==> config.mk <==
export PLATFORM = sky130hd
export DESIGN_NAME = can_fault_monitor
export DESIGN_NICKNAME = d
export VERILOG_FILES = /design/src/rtl/can_fault_pkg.sv /design/src/rtl/can_fault_level.sv /design/src/rtl/can_fault_cause_map.sv /design/src/rtl/can_fault_events.sv /design/src/rtl/can_fault_monitor.sv
export SDC_FILE = /design/constraint.sdc
export NUM_CORES = 1
export LEC_CHECK = 0
export BUFFER_PORTS_ARGS = -buffer_cell sky130_fd_sc_hd__buf_2
export CAP_MARGIN = 10
export CORE_MARGIN = 2
export CORE_UTILIZATION = 46
export DETAILED_ROUTE_END_ITERATION = 8
export PLACE_DENSITY = 0.8
export SKIP_LAST_GASP = 1
export SYNTH_ARGS = -nofsm -noshare
export SYNTH_HDL_FRONTEND = slang
export SYNTH_SLANG_ARGS = --single-unit
==> constraint.sdc <==
create_clock -name clk -period 1.8 [get_ports clk]
set_input_delay 0.18 -clock clk [delete_from_list [all_inputs] [get_ports clk]]
set_output_delay 0.18 -clock clk [all_outputs]
set_load 0.01 [all_outputs]
==> src/rtl/can_fault_pkg.sv <==
package can_fault_pkg;

   typedef enum logic [1:0] {
      FS_ACTIVE  = 2'd0,
      FS_WARNING = 2'd1,
      FS_PASSIVE = 2'd2,
      FS_BUSOFF  = 2'd3
   } fault_state_e;

   // event bit positions, decoded by host software
   localparam int EV_BUSOFF  = 0;
   localparam int EV_WARN    = 1;
   localparam int EV_PASSIVE = 2;
   localparam int EV_TXERR   = 3;
   localparam int EV_RXERR   = 4;
   localparam int EV_TXCONF  = 5;
   localparam int EV_RXIND   = 6;
   localparam int EV_ARBLOST = 7;
   localparam int EV_WAKE    = 8;
   localparam int EV_COUNT   = 9;

   typedef struct packed {
      logic warn_chg;
      logic passive_chg;
      logic bus_err;
      logic bus_err_rx;
      logic arb_lost;
      logic tx_done;
      logic rx_done;
      logic wake;
   } cause_t;

endpackage

==> src/rtl/can_fault_level.sv <==
module can_fault_level
   import can_fault_pkg::*;
#(
   parameter int CNT_W       = 8,
   parameter int WARN_INIT   = 96,
   parameter int PASSIVE_LIM = 128,
   parameter bit REG_STATE   = 1'b1
) (
   input  logic             clk,
   input  logic             rst_n,
   input  logic             lim_we,
   input  logic [CNT_W-1:0] lim_wdata,
   input  logic [CNT_W-1:0] tec,
   input  logic [CNT_W-1:0] rec,
   input  logic             bus_off,
   output logic             over_warn,
   output logic             over_passive,
   output fault_state_e     state
);

   localparam logic [CNT_W-1:0] LIM_RST = CNT_W'(WARN_INIT);
   localparam logic [CNT_W-1:0] PASS_V  = CNT_W'(PASSIVE_LIM);

   initial begin
      assert (CNT_W >= 2) else $error("counter width too small");
      assert (WARN_INIT < (1 << CNT_W)) else $error("warning limit exceeds counter range");
      assert (PASSIVE_LIM < (1 << CNT_W)) else $error("passive limit exceeds counter range");
   end

   logic [CNT_W-1:0] lim_q;
   fault_state_e     st_d;

   always_ff @(posedge clk or negedge rst_n) begin
      if (!rst_n)      lim_q <= LIM_RST;
      else if (lim_we) lim_q <= lim_wdata;
   end

   assign over_warn    = (tec > lim_q) || (rec > lim_q);
   assign over_passive = (tec >= PASS_V) || (rec >= PASS_V);

   always_comb begin
      if (bus_off)           st_d = FS_BUSOFF;
      else if (over_passive) st_d = FS_PASSIVE;
      else if (over_warn)    st_d = FS_WARNING;
      else                   st_d = FS_ACTIVE;
   end

   generate
      if (REG_STATE) begin : g_reg
         fault_state_e st_q;
         always_ff @(posedge clk or negedge rst_n) begin
            if (!rst_n) st_q <= FS_ACTIVE;
            else        st_q <= st_d;
         end
         assign state = st_q;

         AST_BUSOFF_STATE: assert property (@(posedge clk) disable iff (!rst_n)
            bus_off |=> state == FS_BUSOFF);
         AST_PASSIVE_STATE: assert property (@(posedge clk) disable iff (!rst_n)
            (!bus_off && (tec >= PASS_V)) |=> state == FS_PASSIVE);
      end else begin : g_comb
         assign state = st_d;
      end
   endgenerate

   AST_LIMIT_LOAD: assert property (@(posedge clk) disable iff (!rst_n)
      lim_we |=> lim_q == $past(lim_wdata));

endmodule

==> src/rtl/can_fault_cause_map.sv <==
module can_fault_cause_map
   import can_fault_pkg::*;
(
   input  cause_t              cause,
   input  logic                bus_off,
   input  logic                over_warn,
   input  logic                over_passive,
   input  logic                tx_pending,
   output logic [EV_COUNT-1:0] set_vec
);

   logic tx_fail;

   // single-shot transmit: losing arbitration ends the attempt as a failure
   assign tx_fail = cause.arb_lost || (cause.bus_err && !cause.bus_err_rx);

   always_comb begin
      set_vec             = '0;
      set_vec[EV_BUSOFF]  = cause.warn_chg && bus_off;
      set_vec[EV_WARN]    = cause.warn_chg && !bus_off && over_warn;
      set_vec[EV_PASSIVE] = cause.passive_chg && over_passive;
      set_vec[EV_TXERR]   = tx_pending && tx_fail;
      set_vec[EV_RXERR]   = cause.bus_err && cause.bus_err_rx;
      set_vec[EV_TXCONF]  = tx_pending && cause.tx_done;
      set_vec[EV_RXIND]   = cause.rx_done;
      set_vec[EV_ARBLOST] = cause.arb_lost;
      set_vec[EV_WAKE]    = cause.wake;
   end

endmodule

==> src/rtl/can_fault_events.sv <==
module can_fault_events #(
   parameter int N        = 9,
   parameter int LINK_SRC = 3,
   parameter int LINK_DST = 5
) (
   input  logic         clk,
   input  logic         rst_n,
   input  logic [N-1:0] set_vec,
   input  logic [N-1:0] clr_vec,
   output logic [N-1:0] ev_q
);

   initial begin
      assert (LINK_SRC < N && LINK_DST < N) else $error("link index out of range");
      assert (LINK_SRC != LINK_DST) else $error("link source equals destination");
   end

   logic [N-1:0] clr_eff;

   always_comb begin
      clr_eff           = clr_vec;
      clr_eff[LINK_DST] = clr_vec[LINK_DST] || (clr_vec[LINK_SRC] && ev_q[LINK_SRC]);
   end

   generate
      for (genvar i = 0; i < N; i++) begin : g_bit
         logic q;
         always_ff @(posedge clk or negedge rst_n) begin
            if (!rst_n) q <= 1'b0;
            else        q <= set_vec[i] || (q && !clr_eff[i]);
         end
         assign ev_q[i] = q;
      end
   endgenerate

   AST_STICKY_HOLD: assert property (@(posedge clk) disable iff (!rst_n)
      1'b1 |=> (($past(ev_q) & ~$past(clr_eff)) & ~ev_q) == '0);
   AST_SET_WINS: assert property (@(posedge clk) disable iff (!rst_n)
      (set_vec != '0) |=> (ev_q & $past(set_vec)) == $past(set_vec));
   AST_TXCONF_CANCEL: assert property (@(posedge clk) disable iff (!rst_n)
      (clr_vec[LINK_SRC] && ev_q[LINK_SRC] && !set_vec[LINK_DST]) |=> !ev_q[LINK_DST]);

endmodule

==> src/rtl/can_fault_monitor.sv <==
module can_fault_monitor
   import can_fault_pkg::*;
#(
   parameter int CNT_W       = 8,
   parameter int WARN_INIT   = 96,
   parameter int PASSIVE_LIM = 128,
   parameter bit REG_STATE   = 1'b1
) (
   input  logic                clk,
   input  logic                rst_n,
   input  logic [CNT_W-1:0]    tec_i,
   input  logic [CNT_W-1:0]    rec_i,
   input  logic                bus_off_i,
   input  logic                cause_warn_i,
   input  logic                cause_passive_i,
   input  logic                cause_bus_err_i,
   input  logic                bus_err_rx_i,
   input  logic                cause_arb_lost_i,
   input  logic                cause_tx_done_i,
   input  logic                cause_rx_done_i,
   input  logic                cause_wake_i,
   input  logic                tx_pending_i,
   input  logic                lim_we_i,
   input  logic [CNT_W-1:0]    lim_wdata_i,
   input  logic [EV_COUNT-1:0] ev_clr_i,
   output logic [1:0]          state_o,
   output logic [EV_COUNT-1:0] events_o,
   output logic                listen_only_o,
   output logic                irq_o
);

   cause_t              cause;
   logic                over_warn;
   logic                over_passive;
   fault_state_e        state;
   logic [EV_COUNT-1:0] set_vec;
   logic                listen_q;

   assign cause = '{warn_chg:    cause_warn_i,
                    passive_chg: cause_passive_i,
                    bus_err:     cause_bus_err_i,
                    bus_err_rx:  bus_err_rx_i,
                    arb_lost:    cause_arb_lost_i,
                    tx_done:     cause_tx_done_i,
                    rx_done:     cause_rx_done_i,
                    wake:        cause_wake_i};

   can_fault_level #(
      .CNT_W(CNT_W), .WARN_INIT(WARN_INIT),
      .PASSIVE_LIM(PASSIVE_LIM), .REG_STATE(REG_STATE)
   ) u_level (
      .clk(clk), .rst_n(rst_n),
      .lim_we(lim_we_i), .lim_wdata(lim_wdata_i),
      .tec(tec_i), .rec(rec_i), .bus_off(bus_off_i),
      .over_warn(over_warn), .over_passive(over_passive),
      .state(state)
   );

   can_fault_cause_map u_map (
      .cause(cause), .bus_off(bus_off_i),
      .over_warn(over_warn), .over_passive(over_passive),
      .tx_pending(tx_pending_i), .set_vec(set_vec)
   );

   can_fault_events #(
      .N(EV_COUNT), .LINK_SRC(EV_TXERR), .LINK_DST(EV_TXCONF)
   ) u_events (
      .clk(clk), .rst_n(rst_n),
      .set_vec(set_vec), .clr_vec(ev_clr_i), .ev_q(events_o)
   );

   // bus-off parks the node in listen-only so the receive counter freezes
   always_ff @(posedge clk or negedge rst_n) begin
      if (!rst_n)                                    listen_q <= 1'b0;
      else if (set_vec[EV_BUSOFF])                   listen_q <= 1'b1;
      else if (ev_clr_i[EV_BUSOFF] && !bus_off_i)    listen_q <= 1'b0;
   end

   assign listen_only_o = listen_q;
   assign state_o       = state;
   assign irq_o         = |events_o;

   AST_BUSOFF_LISTEN: assert property (@(posedge clk) disable iff (!rst_n)
      (cause_warn_i && bus_off_i) |=> (listen_only_o && events_o[EV_BUSOFF]));
   AST_LISTEN_HOLD: assert property (@(posedge clk) disable iff (!rst_n)
      (listen_only_o && bus_off_i) |=> listen_only_o);
   AST_ARB_TXERR: assert property (@(posedge clk) disable iff (!rst_n)
      (cause_arb_lost_i && tx_pending_i) |=> (events_o[EV_TXERR] && events_o[EV_ARBLOST]));
   AST_RXERR_DIR: assert property (@(posedge clk) disable iff (!rst_n)
      (cause_bus_err_i && bus_err_rx_i) |=> events_o[EV_RXERR]);
   AST_TX_GATE: assert property (@(posedge clk) disable iff (!rst_n)
      (!tx_pending_i && !events_o[EV_TXERR]) |=> !events_o[EV_TXERR]);

endmodule

# Word level (Yosys, flattened, before mapping)
# Index checks and enable logic that the tools add are counted.
[classes]
muxes = 5
order_cmp = 4
n_shift = 0
n_addsub = 0
div = 0
mul = 0
n_reduce_logical = 45
eq_ne = 0
bitwise_logic = 0
[op_table]
columns = ["cell", "count"]
rows = [
  ["1-bit logical AND", 19],
  ["8-bit >= comparator (second input constant)", 2],
  ["8-bit greater-than comparator", 2],
  ["1-bit logical OR", 13],
  ["1-bit zero test", 11],
  ["9-bit OR reduction", 1],
  ["2-bit two-way mux", 2],
  ["1-bit two-way mux", 3],
  ["2-bit nonzero test", 1],
]
[word_totals]
regBits = 20
n_memories = 0
input_bits = 46
out_inout_bits = 13
latchBits = 0
wordCells = 66
ramBits = 0
mem_bits_ro = 0

# Logic depth before layout (Yosys ltp)
[logic_depth]
word_depth = 5
mapped_depth = 8
depth_no_buf = 8

# By module
# A second synthesis with hierarchy kept.
[unflattened]
hier_cells = 133
area_unflattened_um2 = 1282.5
[by_module_without_submodules]
columns = ["mod", "area_each_um2", "cells_each", "instances", "seq_area_each_um2"]
rows = [
  ["can_fault_level", 754.5, 78, 1, 252.7],
  ["can_fault_events", 399.1, 37, 1, 225.2],
  ["can_fault_cause_map", 70.1, 11, 1, 0.0],
  ["can_fault_monitor", 58.8, 7, 1, 25.0],
]

# Worst setup path before layout
# OpenSTA, ideal clock, no wires.
[synth_timing]
path_kind = "reg-to-reg"
startpoint = "register u_level.lim_q[5]"
endpoint = "register u_events.g_bit[1].q"
path_stages_with_launch = 8
arrival_ns = 1.466
path_slack_ns = 0.213
synth_period_minus_slack_ns = 1.587
required_time_ns = 1.679
path_buffers = 0
setup_time_ns = 0.121
cell_sequence = "dfstp_2 inv_1 ha_1 a21oi_1 o21ai_0 o22ai_2 nand2_1 a32o_2"
[synth_between]
elab_chain_cells = 4
elab_cells_between_ends = 5
classes_between = "2 x order compare; 3 x reduce/logical"
[synth_lines]
columns = ["element", "line", "source"]
rows = [
  ["start: declaration", "can_fault_level.sv:30", "logic [CNT_W-1:0] lim_q;"],
  ["start signal: assignment", "can_fault_level.sv:35", "else if (lim_we) lim_q <= lim_wdata;"],
  ["8-bit greater-than comparator", "can_fault_level.sv:38", "assign over_warn = (tec > lim_q) || (rec > lim_q);"],
  ["1-bit logical OR (*)", "can_fault_level.sv:38", ""],
  ["1-bit logical AND (*)", "can_fault_cause_map.sv:20", "set_vec[EV_WARN] = cause.warn_chg && !bus_off && over_warn;"],
  ["1-bit logical OR (*)", "can_fault_events.sv:30", "else q <= set_vec[i] || (q && !clr_eff[i]);"],
  ["end signal: assignment", "can_fault_events.sv:30", ""],
  ["end: declaration", "can_fault_events.sv:27", "logic q;"],
]
# Every way passes the cells marked *; elsewhere a longest branch is shown, timed or not.
# A chain may end at the register's enable or synchronous reset.

# Worst setup path after layout
# Same ends and word-level chain as after synthesis.

==> impl_results.md <==
- Share of the core filled with cells: 62.0%
- Sum of negative setup slack: 0 ps
- Seq cells post-synth: 20
- CTS HTree Levels: 1
- Peak supply drop: 0.000611 V
- Hold/Removal Path Class: in -> reg
- Deepest clock path buffer count: 2
- Area added between synthesis and finish: 25.9%
- Via-per-instance ratio: 5.08
- Clock buffers created by TritonCTS: 3
- Status: completed
- Count of endpoints failing hold in the final timing report: 0
- F_max: 581 MHz
- Power Density: 760 nW/um2
- Start-to-end type of the worst setup path: reg -> reg
- Drt pass-1 iters: 4
- CTS sink cnt: 20
- Remaining global-route overflow: 0
- Vias after detailed routing: 1066
- Later-pin clock latency in the skew report: 300 ps
- Minimum clock period: 1720 ps
- Required time of the critical path: 2010 ps
- Number of nets in the layout: 243
- Number of rows in the core area: 18
- Count of yosys warnings during synthesis: 0
- Wirelength per Cell: 13.3 um
- Delay of the slowest critical-path stage: 530 ps
- Buffers and inverters on the worst path: 1
- Startpoint kind of the worst setup timing path: register
- Most common cell after layout, fill and taps aside: buf_2
- Proportion of synthesized flip-flops having asynchronous set or reset: 100%
- Total routing resource utilization after global routing: 19.0%
- Commonest non-fill, non-tap cells in the layout: 58 x buf_2, 20 x inv_1, 18 x dfrtp_1
- Multi-input combinational cell area: 582 um2
- Chain of cells forming the critical path: inv_1, ha_1, a21oi_1, o21ai_0, o22ai_2, nand2_1, a32o_2
- Count of nets left with antenna violations after detail routing: 0
- Antenna cells: 0
- Routability congestion estimate: 0.831
- Standard cell with the maximum stage delay on the critical path: dfstp_2
- IO Port Bufs: 58
- Pin count of the biggest net entering global routing: 21
- DRC violations left: 0
- Root Buffer: clkbuf_4
- CTS tree: yes
- Leakage power summed over all cells: 0.844 nW
- Post-synth top area share: 36.6%
- Cell area after synthesis: 1230 um2
- Critical Path AT: 1930 ps
- Post-CTS Setup Inserts: 0
- Most common flop cell mapped by yosys: dfrtp_1
- Final routed wirelength across all metal layers: 2800 um
- Die Span X: 55.7 um
- Area of the core region: 2500 um2
- Crit end category: register
- Number of standard cells after synthesis: 127
- Relative max-transition margin: 71.1%
- Final count of negative-setup-slack endpoints: 0
- Cell types with the largest area share after synthesis: dfrtp_1 37%, ha_1 16%, o21ai_0 6.9%
- Largest delay contributor family on the critical path: compound AO/OA/AOI/OAI gates
- Slew at the pin with the worst max-slew slack: 434 ps
- Max cap viols: 0
- CTS resizes: 0
- Syn Nets: 189
- Total of fill cells in the finished design: 230
- Mean instance size in the synthesized netlist: 9.69 um2
- Number of global-route vias before repair: 1142
- Top cell type by total area after synthesis: dfrtp_1
- Number of synthesized flops with an enable pin: 0
- I/O Pins: 59
- Clock Pin Slew Worst Setup and Hold Paths: 120 ps
- Hold wc startpoint: ev_clr_i[2]
- Number of hold buffers added after cts: 1
- RR Startpoint: u_level.lim_q[5]
- First-pass GRT wire length: 4810 um
- Portion of the clock cycle consumed by the worst path in the final layout: 95.6%
- Max Clock Skew: 10.7 ps
- Share of cells above drive strength 1: 41.7%
- Starting utilization of the core area: 49.2%
- DRT iter0 DRCs: 26
- Max-slew violation total from the final report: 0
- Critical Path Source: u_level.lim_q[5]
- Detailed Place HPWL: 2390 um
- Count of distinct cell types in the synthesized netlist: 24
- Critical path peak fanout: 3
- Setup repair after global routing missed its margin: no
- Die ar.: 3110 um2
- Die boundary height: 55.7 um
- Portion of the post-synthesis area used by sequential elements: 40.9%
- FF/Latch Area: 503 um2
- Antenna violations before repair: 0
[cell type report]
type | instances | share of cell area, %
clock buffer | 3 | 1.45
clock inverter | 1 | 1.94
inverter | 20 | 4.84
multi-input combinational | 77 | 37.5
sequential | 20 | 32.4
tap | 30 | 2.42
timing repair buffer | 59 | 19.4
[sequential cells by signal (all words and copies together), names as in the netlist]
| signal | cells |
|---|---|
| u_level.state | 2 |
| u_level.lim_q | 8 |
| listen_only_o | 1 |
| u_events.g_bit.q | 9 |
[kinds of logic after synthesis]
family / share of synthesized area [%]
AOI/OAI and AO/OA: 18.8
buffers and inverters: 11.9
and+or+nand+nor: 11.3
DFF: 40.9
adders and majority gates: 16.3
muxes: 0.915
[power breakdown]
part	internal (mW)	total (mW)	switching [mW]
Clock	0.225	0.367	0.142
Combinational	0.142	0.298	0.156
Sequential	0.491	0.513	0.0216
[through the flow]
step	setup WS (ps)	power [mW]	hold slack, ps	instance area (um2)	std cells
6_report	78.3	1.18	32.4	1550	210
5_1_grt	16.5	1.25	34.2	1550	210
4_1_cts	89.6	1.19	28.9	1550	210
3_5_place_dp	92.3	0.818	148	1490	205
3_3_place_gp	170	0.796	141	1490	205
2_1_floorplan	213	0.712	-116	1230	127
[synthesized netlist by cell type, types with 2 or more instances]
cell      count
inv_1        20
dfrtp_1      18
o21ai_0      17
ha_1         16
nand2_1      14
buf_4         9
a21oi_1       7
nand4_1       4
a21o_1        3
dfstp_2       2
nor2b_4       2
o211ai_2      2
o22ai_2       2
[worst reg2reg max path: stages, from the launching register on]
cell and delay, ps:
dfstp_2 530, inv_1 60, ha_1 310, a21oi_1 140
o21ai_0 120, o22ai_2 130, nand2_1 90, a32o_2 260
[metal layers]
layer  global-route usage [%]  vias to the layer above  part of all wire [%]
met5                        0                        -                     0
met4                     2.44                        0                  0.29
met3                     3.72                        2                   5.6
met2                     36.9                       30                    55
met1                     21.9                      499                    39
li1                         -                      535                     -
[final timing paths]
kind,depth (start not counted),slack (ps),endpoint
worst max register to register,7,80,u_events.g_bit[1].q
worst max-delay path,7,80,u_events.g_bit[1].q
max in group asynchronous,2,1120,u_level.lim_q[5]
worst min register to register,1,520,u_events.g_bit[7].q
min in group asynchronous,2,330,u_events.g_bit[8].q
worst min-delay path,2,30,u_events.g_bit[2].q
No activity file was read; power rests on OpenSTA's default activity.
